<file path="src/rtl/nand_ecc_pkg.sv">
package nand_ecc_pkg;

   typedef enum logic [1:0] {
      ECC_STOP  = 2'b00,
      ECC_RUN   = 2'b01,
      ECC_DUMP  = 2'b10,
      ECC_CLEAR = 2'b11
   } ecc_mode_e;

   localparam int COL_W = 6;

   // Column parities over bit groups of one byte
   function automatic logic [COL_W-1:0] col_parity(input logic [7:0] b);
      logic [COL_W-1:0] c;
      c[0] = ^(b & 8'h55);
      c[1] = ^(b & 8'hAA);
      c[2] = ^(b & 8'h33);
      c[3] = ^(b & 8'hCC);
      c[4] = ^(b & 8'h0F);
      c[5] = ^(b & 8'hF0);
      return c;
   endfunction

endpackage

</file>
<file path="src/rtl/ecc_chunk_acc.sv">
module ecc_chunk_acc
   import nand_ecc_pkg::*;
#(
   parameter int IDX_W = 8
) (
   input  logic                 clk,
   input  logic                 rst_n,
   input  logic                 clear,
   input  logic                 upd,
   input  logic [IDX_W-1:0]     idx,
   input  logic [7:0]           din,
   output logic [2*IDX_W-1:0]   line_par,
   output logic [COL_W-1:0]     col_par
);
   localparam int LINE_W = 2 * IDX_W;

   logic               odd_byte;
   logic [LINE_W-1:0]  flip;

   assign odd_byte = ^din;

   for (genvar k = 0; k < IDX_W; k++) begin : g_pair
      assign flip[2*k]   = odd_byte & ~idx[k];
      assign flip[2*k+1] = odd_byte &  idx[k];
   end

   always_ff @(posedge clk or negedge rst_n) begin
      if (!rst_n) begin
         line_par <= '0;
         col_par  <= '0;
      end else if (clear) begin
         line_par <= '0;
         col_par  <= '0;
      end else if (upd) begin
         line_par <= line_par ^ flip;
         col_par  <= col_par ^ col_parity(din);
      end
   end
endmodule

</file>
<file path="src/rtl/ecc_readout.sv">
module ecc_readout #(
   parameter int NUM_CHUNKS = 2,
   parameter int CODE_BYTES = 3
) (
   input  logic                              clk,
   input  logic                              rst_n,
   input  logic                              dump,
   input  logic                              rd_strobe,
   input  logic [NUM_CHUNKS*CODE_BYTES*8-1:0] code_flat,
   output logic [7:0]                        rd_byte,
   output logic [$clog2(CODE_BYTES)-1:0]     pos_q,
   output logic [(NUM_CHUNKS>1 ? $clog2(NUM_CHUNKS) : 1)-1:0] chk_q
);
   localparam int PW = $clog2(CODE_BYTES);
   localparam int CW = (NUM_CHUNKS > 1) ? $clog2(NUM_CHUNKS) : 1;

   logic [PW-1:0] phys;
   logic [7:0]    sel_byte;

   always_ff @(posedge clk or negedge rst_n) begin
      if (!rst_n) begin
         pos_q <= '0;
         chk_q <= '0;
      end else if (!dump) begin
         pos_q <= '0;
         chk_q <= '0;
      end else if (rd_strobe) begin
         if (pos_q == PW'(CODE_BYTES-1)) begin
            pos_q <= '0;
            chk_q <= (chk_q == CW'(NUM_CHUNKS-1)) ? '0 : chk_q + 1'b1;
         end else begin
            pos_q <= pos_q + 1'b1;
         end
      end
   end

   // Three-byte codes leave in swapped order; other sizes go straight
   if (CODE_BYTES == 3) begin : g_swap
      assign phys = (pos_q == PW'(0)) ? PW'(1) :
                    (pos_q == PW'(1)) ? PW'(0) : PW'(2);
   end else begin : g_straight
      assign phys = pos_q;
   end

   always_comb begin
      sel_byte = code_flat[(int'(chk_q)*CODE_BYTES + int'(phys))*8 +: 8];
   end

   assign rd_byte = dump ? sel_byte : 8'h00;
endmodule

</file>
<file path="src/rtl/nand_ecc_gen.sv">
module nand_ecc_gen
   import nand_ecc_pkg::*;
#(
   parameter int NUM_CHUNKS = 2,
   parameter int IDX_W      = 8
) (
   input  logic       clk,
   input  logic       rst_n,
   input  logic [1:0] ecc_mode,
   input  logic       din_valid,
   input  logic [7:0] din,
   input  logic       rd_strobe,
   output logic [7:0] rd_data
);
   localparam int LINE_W     = 2 * IDX_W;
   localparam int CODE_BITS  = LINE_W + COL_W;
   localparam int CODE_BYTES = (CODE_BITS + 7) / 8;
   localparam int PAD_W      = CODE_BYTES * 8 - CODE_BITS;
   localparam int PAGE_BYTES = NUM_CHUNKS << IDX_W;
   localparam int CNT_W      = $clog2(PAGE_BYTES + 1);
   localparam int SEL_W      = CNT_W - IDX_W;
   localparam int PW         = $clog2(CODE_BYTES);
   localparam int CW         = (NUM_CHUNKS > 1) ? $clog2(NUM_CHUNKS) : 1;
   localparam int FLAT_W     = NUM_CHUNKS * CODE_BYTES * 8;

   if (IDX_W < 3 || IDX_W > 12) begin : g_bad_idx
      $error("nand_ecc_gen: IDX_W must lie in 3..12");
   end
   if (NUM_CHUNKS < 1 || NUM_CHUNKS > 16) begin : g_bad_chunks
      $error("nand_ecc_gen: NUM_CHUNKS must lie in 1..16");
   end

   ecc_mode_e             mode;
   logic [CNT_W-1:0]      cnt_q;
   logic                  accept;
   logic [SEL_W-1:0]      chunk_now;
   logic [FLAT_W-1:0]     code_flat;
   logic [PW-1:0]         ro_pos;
   logic [CW-1:0]         ro_chk;

   assign mode      = ecc_mode_e'(ecc_mode);
   assign accept    = (mode == ECC_RUN) && din_valid &&
                      (cnt_q < CNT_W'(PAGE_BYTES));
   assign chunk_now = cnt_q[CNT_W-1:IDX_W];

   always_ff @(posedge clk or negedge rst_n) begin
      if (!rst_n)                   cnt_q <= '0;
      else if (mode == ECC_CLEAR)   cnt_q <= '0;
      else if (accept)              cnt_q <= cnt_q + 1'b1;
   end

   for (genvar c = 0; c < NUM_CHUNKS; c++) begin : g_chunk
      logic [LINE_W-1:0] line_par;
      logic [COL_W-1:0]  col_par;
      logic              upd;

      assign upd = accept && (chunk_now == SEL_W'(c));

      ecc_chunk_acc #(.IDX_W(IDX_W)) u_acc (
         .clk      (clk),
         .rst_n    (rst_n),
         .clear    (mode == ECC_CLEAR),
         .upd      (upd),
         .idx      (cnt_q[IDX_W-1:0]),
         .din      (din),
         .line_par (line_par),
         .col_par  (col_par)
      );

      if (PAD_W > 0) begin : g_pad
         assign code_flat[c*CODE_BYTES*8 +: CODE_BYTES*8] =
            {~col_par, {PAD_W{1'b1}}, ~line_par};
      end else begin : g_nopad
         assign code_flat[c*CODE_BYTES*8 +: CODE_BYTES*8] =
            {~col_par, ~line_par};
      end
   end

   ecc_readout #(
      .NUM_CHUNKS (NUM_CHUNKS),
      .CODE_BYTES (CODE_BYTES)
   ) u_ro (
      .clk       (clk),
      .rst_n     (rst_n),
      .dump      (mode == ECC_DUMP),
      .rd_strobe (rd_strobe),
      .code_flat (code_flat),
      .rd_byte   (rd_data),
      .pos_q     (ro_pos),
      .chk_q     (ro_chk)
   );
endmodule

</file>
<file path="config.mk">
export PLATFORM = sky130hd
export DESIGN_NAME = nand_ecc_gen
export DESIGN_NICKNAME = d
export VERILOG_FILES = /design/src/rtl/nand_ecc_pkg.sv /design/src/rtl/ecc_chunk_acc.sv /design/src/rtl/ecc_readout.sv /design/src/rtl/nand_ecc_gen.sv
export SDC_FILE = /design/constraint.sdc
export NUM_CORES = 1
export LEC_CHECK = 0
export ABC_AREA = 1
export BUFFER_PORTS_ARGS = -buffer_cell sky130_fd_sc_hd__buf_2
export CORE_UTILIZATION = 25
export DETAILED_ROUTE_END_ITERATION = 8
export HOLD_SLACK_MARGIN = 0.08
export PLACE_DENSITY = 0.43
export SLEW_MARGIN = 40
export SYNTH_ARGS = -nofsm -noshare
export SYNTH_HDL_FRONTEND = slang
export SYNTH_HIERARCHICAL = 1
export SYNTH_SLANG_ARGS = --single-unit
</file>
<file path="constraint.sdc">
create_clock -name clk -period 4.31 [get_ports clk]
set_clock_uncertainty 0.2 [all_clocks]
set_input_delay 0.2155 -clock clk [delete_from_list [all_inputs] [get_ports clk]]
set_output_delay 0.2155 -clock clk [all_outputs]
set_load 0.05 [all_outputs]
</file>
Word-level counts from Yosys, hierarchy flattened
Index checks and enable logic that the tools add are counted.

word-level totals
  register bits after elaboration = 57
  latch bits = 0
  RAM bits = 0
  bits in read-only memories = 0
  output and inout port bits = 8
  memories = 0

operators by class
  add/subtract/negate cells = 4
  $mul = 1
  div/mod/pow operators = 0
  order comparisons = 1
  eq/ne operators = 8
  shift operators = 1
  mux-type cells = 20
  bitwise gates (word level) = 32
  reduce and logical (&&, ||, !) cells = 17

operators by type and width
  operator                                                            number
  16-bit 2-to-1 mux                                                   4
  8-bit parity                                                        7
  48-bit by 32-bit indexed part select with 8-bit output              1
  16-bit inverter                                                     2
  16-bit bitwise XOR                                                  2
  29-bit by 3-bit adder with 29-bit output                            1
  6-bit 2-to-1 mux                                                    4
  10-bit 2-to-1 mux                                                   2
  1-bit AND                                                           16
  6-bit inverter                                                      2
  6-bit bitwise XOR                                                   2
  10-bit by 1-bit adder with 10-bit output, second input constant     1
  10-bit less-than comparator, second input constant                  1
  2-bit 2-to-1 mux                                                    5
  8-bit 2-to-1 mux                                                    1
  1-bit inverter                                                      8
  2-bit by 1-bit == test with 1-bit output, second input constant     3
  2-bit == test, second input constant                                3
  2-bit nonzero test                                                  3
  1-bit logical AND                                                   4
  2-bit zero test                                                     2
  1-bit 2-to-1 mux                                                    4
  2-bit != test, second input constant                                2
  1-bit by 2-bit multiplier with 3-bit output, second input constant  1
  other kinds (3)                                                     3

Logic depth before layout (Yosys ltp)
Gate-level depths: netlist of run 1.

  word-level depth = 6
  mapped depth = 12
  gate-level depth less buffers = 11

By module
Netlist of run 1, hierarchy kept.

by module, submodules not included
  module                            times used  cells each  area each (um^2)  seq. area each (um^2)
  ecc_chunk_acc (g_chunk[0].u_acc)  1           255         1,655.3           550.5
  ecc_chunk_acc (g_chunk[1].u_acc)  1           257         1,589.0           550.5
  nand_ecc_gen                      1           138         832.0             250.2
  ecc_readout                       1           153         769.5             75.1

Least setup slack after synthesis of run 1
No wires, ideal clock.

  kind = register to output
  from = register u_ro.pos_q[1]
  to = output port rd_data[0]
  arrival = 1.916 ns
  path slack = 1.978 ns
  stages on the path, launching flop included = 11
  buffers on the path = 2
  path through = dfrtp_1 > clkbuf_1 > ha_1 > inv_1 > nand2_1 > nand2_1 > buf_4 > nand2_1 > nand2_1 > nand2_1 > nor2_1

between the ends
  cells in the longest elaborated chain, start to end = 6
  elaborated cells between the ends (all ways) = 7
  those cells by class = 1 x add/sub; 1 x eq/ne; 1 x shift; 3 x mux; 1 x reduce/logical

ends and longest elaborated chain
  item                                                        RTL line            source
  start, declared                                             ecc_readout.sv:11   output logic [$clog2(CODE_BYTES)-1:0] pos_q,
  start signal, assigned                                      ecc_readout.sv:32   pos_q <= pos_q + 1'b1;
  2-bit by 1-bit == test with 1-bit output                    ecc_readout.sv:40   (pos_q == PW'(1)) ? PW'(0) : PW'(2);
  2-bit 2-to-1 mux                                            ecc_readout.sv:40
  2-bit 2-to-1 mux (*)                                        ecc_readout.sv:39   assign phys = (pos_q == PW'(0)) ? PW'(1) :
  29-bit by 3-bit adder with 29-bit output (*)                ecc_readout.sv:46   sel_byte = code_flat[(int'(chk_q)*CODE_BYTES + int'(phys))*8 +: 8];
  48-bit by 32-bit indexed part select with 8-bit output (*)  ecc_readout.sv:46
  8-bit 2-to-1 mux (*)                                        ecc_readout.sv:49   assign rd_byte = dump ? sel_byte : 8'h00;
  end, declared                                               nand_ecc_gen.sv:13  output logic [7:0] rd_data

Mark *: on every way between the ends. The rest lies on a longest branch, timed or not.

Final worst setup path of run 1
  from = register u_ro.chk_q
  to = output port rd_data[3]

between the ends
  cells in the longest elaborated chain, start to end = 4

ends and longest elaborated chain
  item                                                    RTL line           source
  start, declared                                         ecc_readout.sv:12  output logic [(NUM_CHUNKS>1 ? $clog2(NUM_CHUNKS) : 1)-1:0] chk_q
  start signal, assigned                                  ecc_readout.sv:30  chk_q <= (chk_q == CW'(NUM_CHUNKS-1)) ? '0 : chk_q + 1'b1;
  1-bit by 2-bit multiplier with 3-bit output             ecc_readout.sv:46
  29-bit by 3-bit adder with 29-bit output                ecc_readout.sv:46
  48-bit by 32-bit indexed part select with 8-bit output  ecc_readout.sv:46
  8-bit 2-to-1 mux                                        ecc_readout.sv:49

Every way passes these cells.

==> results.json, run 1 <==
{
  "drt-initial-drc-count": 234,
  "area_delta_synth_final_pct": 11.44,
  "critPathKind": "reg -> out",
  "p_leak_uw": 0.002958,
  "cp_slowest_cell": "ha_1",
  "synth_async_sr_flop_share_pct": 100.0,
  "yosysTopAreaCell": "dfrtp_1",
  "regArea_um2": 1426,
  "power_frac_comb_pct": 22.9,
  "synth_top_area_share_pct": 29.43,
  "totalWireLength_um": 12560,
  "cts_setup_buffers": 0,
  "core_area_um2": 18830,
  "fmax_mhz": 346.6,
  "switching_share_pct": 32.26,
  "overflow": 0,
  "die_area_um2": 19940,
  "startpoint_type": "flop",
  "cap_viol_max_count": 0,
  "drtPass1Iterations": 4,
  "synthCells": 803,
  "initial_utilization_pct": 25.73,
  "fin_nets": 831,
  "worstPathCellList": "ha_1, inv_1, nand2_1, nand2_1, nand2_1, nand2_1, nand2_1, nor2_1, buf_2",
  "gp_congestion": 0.7490,
  "tritoncts": "yes",
  "htreeDepth": 3,
  "layout_setup_ws_ns": 1.425,
  "clock_sinks": 57,
  "tns_ns": 0,
  "ff2ff_setup_slack_ns": 2.30,
  "synth_seq_cells": 57,
  "yosysSeqAreaShare_pct": 29.43,
  "avgSynthCellArea_um2": 6.035,
  "peakVddDrop_mv": 0.1606,
  "slew_viol_final": 0,
  "fp-row-count": 50,
  "worstPathArrival_ns": 2.47,
  "crit_required_ns": 3.89,
  "ys_warn_count": 6,
  "via_per_inst": 4.081,
  "clockRootBuffer": "clkbuf_16",
  "finalSetupViolations": 0,
  "p_clk_share_pct": 42.8,
  "wl_per_cell_um": 11.64,
  "drive_above_1_share_pct": 11.36,
  "drc": 0,
  "multiInputGateArea_um2": 2506,
  "nFillCells": 2143,
  "cp_common_cell": "nand2_1",
  "grt_usage_pct": 13.61,
  "status": "complete, no violations",
  "synth_edf_count": 0,
  "num_vias": 4403,
  "timing.slew.headroom_pct": 45.71,
  "fp.dieW_um": 141.2,
  "syn_area_um2": 4846,
  "total_power_uw": 1870,
  "diodes": 0,
  "die_y_um": 141.2,
  "rsz0062_at_grt": "false",
  "power_frac_seq_pct": 34.4,
  "antenna_found_initial": 0,
  "port-buffer-count": 21,
  "clkTransAtPathRegs_ns": 0.05,
  "endpoint_kind": "primary output",
  "dpl.hpwl_um": 9050,
  "grt_pass1_vias": 4142,
  "finalCritPeriodShare_pct": 66.94,
  "ant_nets": 0,
  "hold_violations": 0,
  "power.density_nw_per_um2": 346.4,
  "worst_pin_slew_ns": 0.8134,
  "pin_count": 22,
  "clock_latency_ns": 0.34,
  "cp_max_fo": 12,
  "clock_path_buffers": 2,
  "finalCriticalPeriod_ns": 2.885,
  "synth_cell_types": 35,
  "net-switching-power_uw": 603.3,
  "yosys-top-cells-area": "dfrtp_1 29%, nand2_1 19%, inv_1 13%",
  "hold_slack_ns": 0.1193,
  "power.internal_uw": 1267,
  "min-delay-path-class": "in -> reg",
  "place_ws_ns": 1.725,
  "grt_max_degree": 37,
  "grt_pass1_wl_um": 20990,
  "slowest_delay_ns": 0.46,
  "cts_buffers": 9,
  "synth_ff_type": "dfrtp_1"
}
cell usage in the layout, fill, tap and decap left out:
cell,netlist,layout
nand2_4,6,6
ha_1,3,2
buf_2,8,20
nor2_1,126,125
nand3_2,7,7
a22o_2,1,1
clkinv_2,0,2
nor2_2,4,5
or2_0,1,1
ha_2,0,1
o21ai_1,13,13
inv_2,7,7
dfrtp_1,57,57
a22o_1,1,1
o21ai_2,1,1
and3_2,1,1
buf_4,2,4
nand2_1,248,248
nand3b_2,1,1
nor2_8,1,1
nand2_2,20,20
nand4_1,36,36
conb_1,1,4
nor3b_1,1,1
a21oi_1,17,17
inv_1,166,166
clkinvlp_4,0,1
clkinv_1,1,1
nor2_4,1,1
bufinv_16,0,2
xnor2_1,8,8
clkbuf_16,0,9
nand3_1,31,31
inv_6,1,1
clkbuf_8,1,2
o21ai_0,13,13
dlygate4sd3_1,0,2
final timing paths:
| path | start | end | depth (start not counted) |
|---|---|---|---|
| max | u_ro/chk_q | rd_data[3] | 9 |
| max reg2reg | cnt_q[9] | g_chunk[0].u_acc/col_par[3] | 12 |
| min in group asynchronous | rst_n | g_chunk[0].u_acc/line_par[9] | 2 |
| max in group asynchronous | rst_n | g_chunk[1].u_acc/line_par[2] | 3 |
| min | din_valid | cnt_q[9] | 4 |
| min reg2reg | g_chunk[1].u_acc/col_par[3] | g_chunk[1].u_acc/col_par[3] | 1 |
Yosys cell counts, drive strengths merged, types with 2 or more instances:
cell    instances
xnor2           8
buf            25
dfrtp          57
nand4          36
nand2         274
ha              3
a22o            2
clkbuf          4
o21ai          27
a21oi          17
inv           174
nand3          38
nor2          132
worst max-delay path, delay by kind of cell (launching register included):
kind	cells	cell delay, ns
adders and majority gates	1	0.46
buffers and inverters	2	0.45
DFF	1	0.40
and+or+nand+nor	6	0.80
per-stage QoR:
stage / area, um^2 / std cells / util, %
CTS: 5400 / 1079 / 28.68
floorplan: 4857 / 806 / -
detailed placement: 5050 / 1061 / 26.82
global route: 5400 / 1079 / 28.68
global placement: 5042 / 1061 / 26.78
finish: 5400 / 1079 / 28.68
power by group through the flow:
stage          registers [uW]  logic (uW)  clock network [uW]
3_5_place_dp              653         430                   0
3_3_place_gp              652         431                   0
6_report                  643         428                 800
4_1_cts                   644         433                 827
5_1_grt                   652         499                 843
2_1_floorplan             635         355                   0
what timing repair did:
action / CTS / global route
gates resized for setup: 0 / 0
hold endpoints to repair: 37 / 0
hold buffers: 2 / 0
layer usage:
metal	track usage, %	wire, um	vias to the layer above
li1	-	-	2405
met4	5.778	147	0
met2	21.16	5472	65
met3	1.800	341	10
met5	0	0	-
met1	18.83	6598	1923
cells by family after synthesis:
group	count (synthesis)	synth area share (%)
other	1	0.07739
adder cells (fa/ha/maj)	3	0.7747
AO/OA/AOI/OAI	46	5.009
XOR/XNOR	8	1.446
buffers and inverters	204	19.18
flip-flops	57	29.43
AND/OR/NAND/NOR	484	44.07
final cells by class:
cell class | count | share of cell area (%)
Timing Repair Buffer | 26 | 2.780
Multi-Input combinational cell | 545 | 46.41
Inverter | 175 | 12.26
Clock buffer | 11 | 4.680
Tap cell | 260 | 6.024
Clock inverter | 5 | 1.437
Sequential cell | 57 | 26.41
registers in the layout (all words and copies together) (netlist names):
register	count
g_chunk.u_acc/line_par	32
g_chunk.u_acc/col_par	12
cnt_q	10
u_ro/pos_q	2
u_ro/chk_q	1
Power figures use the tool's default switching activity.
==> run 2, diff against run 1 <==
--- a/config.mk
+++ b/config.mk
@@ -10,7 +10,7 @@
 export CORE_UTILIZATION = 25
 export DETAILED_ROUTE_END_ITERATION = 8
 export HOLD_SLACK_MARGIN = 0.08
-export PLACE_DENSITY = 0.43
+export PLACE_DENSITY = 0.45
 export SLEW_MARGIN = 40
 export SYNTH_ARGS = -nofsm -noshare
 export SYNTH_HDL_FRONTEND = slang
==> constraint.sdc (replaced) <==
create_clock -name clk -period 2.5 [get_ports clk]
set_clock_uncertainty 0.2 [all_clocks]
set_input_delay 0.125 -clock clk [delete_from_list [all_inputs] [get_ports clk]]
set_output_delay 0.125 -clock clk [all_outputs]
set_load 0.05 [all_outputs]
==> run 2 against run 1 <==
  * Clock power is 59% higher
  * Largest cell class unchanged
  * Flip-flop and latch count stayed put
  * Register-to-register slack worse by 1.7 ns
  * Hold slack hardly changed
  * Die area stayed put
  * Critical path type unchanged
  * Cell count is 1.2% higher
  * Largest power group unchanged
==> results.json, run 2 (same netlist as run 1, synthesis figures left out) <==
{
  "status": "complete, no violations",
  "tritoncts": "yes",
  "power_frac_seq_pct": 35.2,
  "cp_max_fo": 12,
  "fmax_mhz": 424.0,
  "overflow": 0,
  "dpl.hpwl_um": 9094,
  "drtPass1Iterations": 5,
  "core_area_um2": 18830,
  "hold_violations": 0,
  "endpoint_kind": "primary output",
  "r2r_start": "cnt_q[9]",
  "htreeDepth": 3,
  "nFillCells": 2124,
  "crit_required_ns": 2.17,
  "critPathKind": "reg -> out",
  "fin_nets": 844,
  "startpoint": "u_ro/chk_q",
  "worstPathArrival_ns": 2.03,
  "via_per_inst": 4.192,
  "top_regs": "g_chunk.u_acc/line_par x32, g_chunk.u_acc/col_par x12, cnt_q x10",
  "finalCritPeriodShare_pct": 94.35,
  "grt_max_degree": 58,
  "initial_utilization_pct": 25.73,
  "min-delay-path-class": "in -> async",
  "total_power_uw": 3150,
  "finalCriticalPeriod_ns": 2.359,
  "drc": 0,
  "switching_share_pct": 33.22,
  "net-switching-power_uw": 1047,
  "diodes": 0,
  "final_common_cell": "nand2_1",
  "die_area_um2": 19940,
  "tns_ns": 0,
  "clockRootBuffer": "clkbuf_16",
  "cts_buffers": 9,
  "p_leak_uw": 0.003024,
  "power.internal_uw": 2104,
  "num_vias": 4578,
  "wl_per_cell_um": 11.53,
  "startpoint_type": "flop",
  "cap_viol_max_count": 0,
  "mostFrequentLayoutCells": "247 x nand2_1, 166 x inv_1, 125 x nor2_1",
  "slew_viol_final": 0,
  "regMostFlops": "g_chunk.u_acc/line_par",
  "totalWireLength_um": 12590,
  "clock_sinks": 57,
  "port-buffer-count": 21,
  "power_frac_comb_pct": 24.5,
  "power.density_nw_per_um2": 569.2,
  "fp-row-count": 50,
  "worst_pin_slew_ns": 0.4971,
  "clkTransAtPathRegs_ns": 0.05,
  "area_delta_synth_final_pct": 14.23,
  "drive_above_1_share_pct": 12.50,
  "p_clk_share_pct": 40.2,
  "clock_latency_ns": 0.34,
  "timing.slew.headroom_pct": 66.78,
  "grt_pass1_wl_um": 21300,
  "peakVddDrop_mv": 0.2294,
  "rsz0062_at_grt": "false",
  "antenna_found_initial": 0,
  "grt_usage_pct": 13.78,
  "largest_reg_flops": 32,
  "gp_congestion": 0.7723,
  "die_y_um": 141.2,
  "fp.dieW_um": 141.2,
  "pin_count": 22,
  "clock_path_buffers": 2,
  "grt_pass1_vias": 4109,
  "drt-initial-drc-count": 249,
  "ant_nets": 0,
  "finalSetupViolations": 0
}
run 2: final timing paths:
check                                          endpoint  slack [ns]  cells after the start
max                                          rd_data[2]        0.14                      9
min reg2reg                 g_chunk[1].u_acc/col_par[3]        0.28                      1
max in group asynchronous                      cnt_q[9]        1.68                      3
min in group clk            g_chunk[1].u_acc/col_par[1]        0.14                      6
min                        g_chunk[1].u_acc/line_par[8]        0.12                      3
max reg2reg                g_chunk[1].u_acc/line_par[7]        0.55                     12
run 2: stage by stage:
stage	instance area, um^2	worst slack, ns	hold slack (ns)	cells	util, %
detailed placement	5115	0.2603	-0.03038	1069	27.16
global placement	5115	0.2873	-0.03024	1069	27.16
global route	5535	0.01006	0.1626	1092	29.40
finish	5535	0.1413	0.1190	1092	29.40
floorplan	4857	0.2590	-0.3706	806	-
CTS	5482	0.004869	0.1231	1090	29.11
run 2: power by group through the flow:
stage,Sequential [uW],Combinational [uW],Clock (uW)
3_5_place_dp,1130,760,0
6_report,1110,773,1270
4_1_cts,1110,771,1310
3_3_place_gp,1130,764,0
5_1_grt,1130,889,1350
2_1_floorplan,1100,611,0
run 2: final cells by class:
cell class                      count  area, um^2  area share, %
Clock inverter                      5       53.80         0.9720
Timing Repair Buffer               39       284.0          5.131
Multi-Input combinational cell    545        2529          45.68
Clock buffer                       11       252.7          4.566
Sequential cell                    57        1426          25.77
Tap cell                          260       325.3          5.877
Inverter                          175       664.4          12.00
run 2: critical path, stage by stage, from the launching register on:
cell and delay (ns):
dfrtp_1 0.44, ha_1 0.36, inv_1 0.11, nand2_1 0.09, nand2_4 0.14, nand2_1 0.07
nand2_1 0.06, nand2_1 0.05, nor2_1 0.11, buf_2 0.27
run 2: routing by layer:
metal	vias up	part of all wire [%]	track usage, %
li1	2440	-	-
met1	2057	54	20.22
met2	72	42	19.93
met3	9	3.4	2.140
met4	0	1.1	5.492
met5	-	0	0
run 2: timing repair:
item / in CTS / in global routing
gates resized for setup: 4 / 9
hold buffers: 5 / 0
endpoints found under the hold margin: 69 / 0
endpoints found under the setup margin: 8 / 8
buffers inserted: 0 / 2
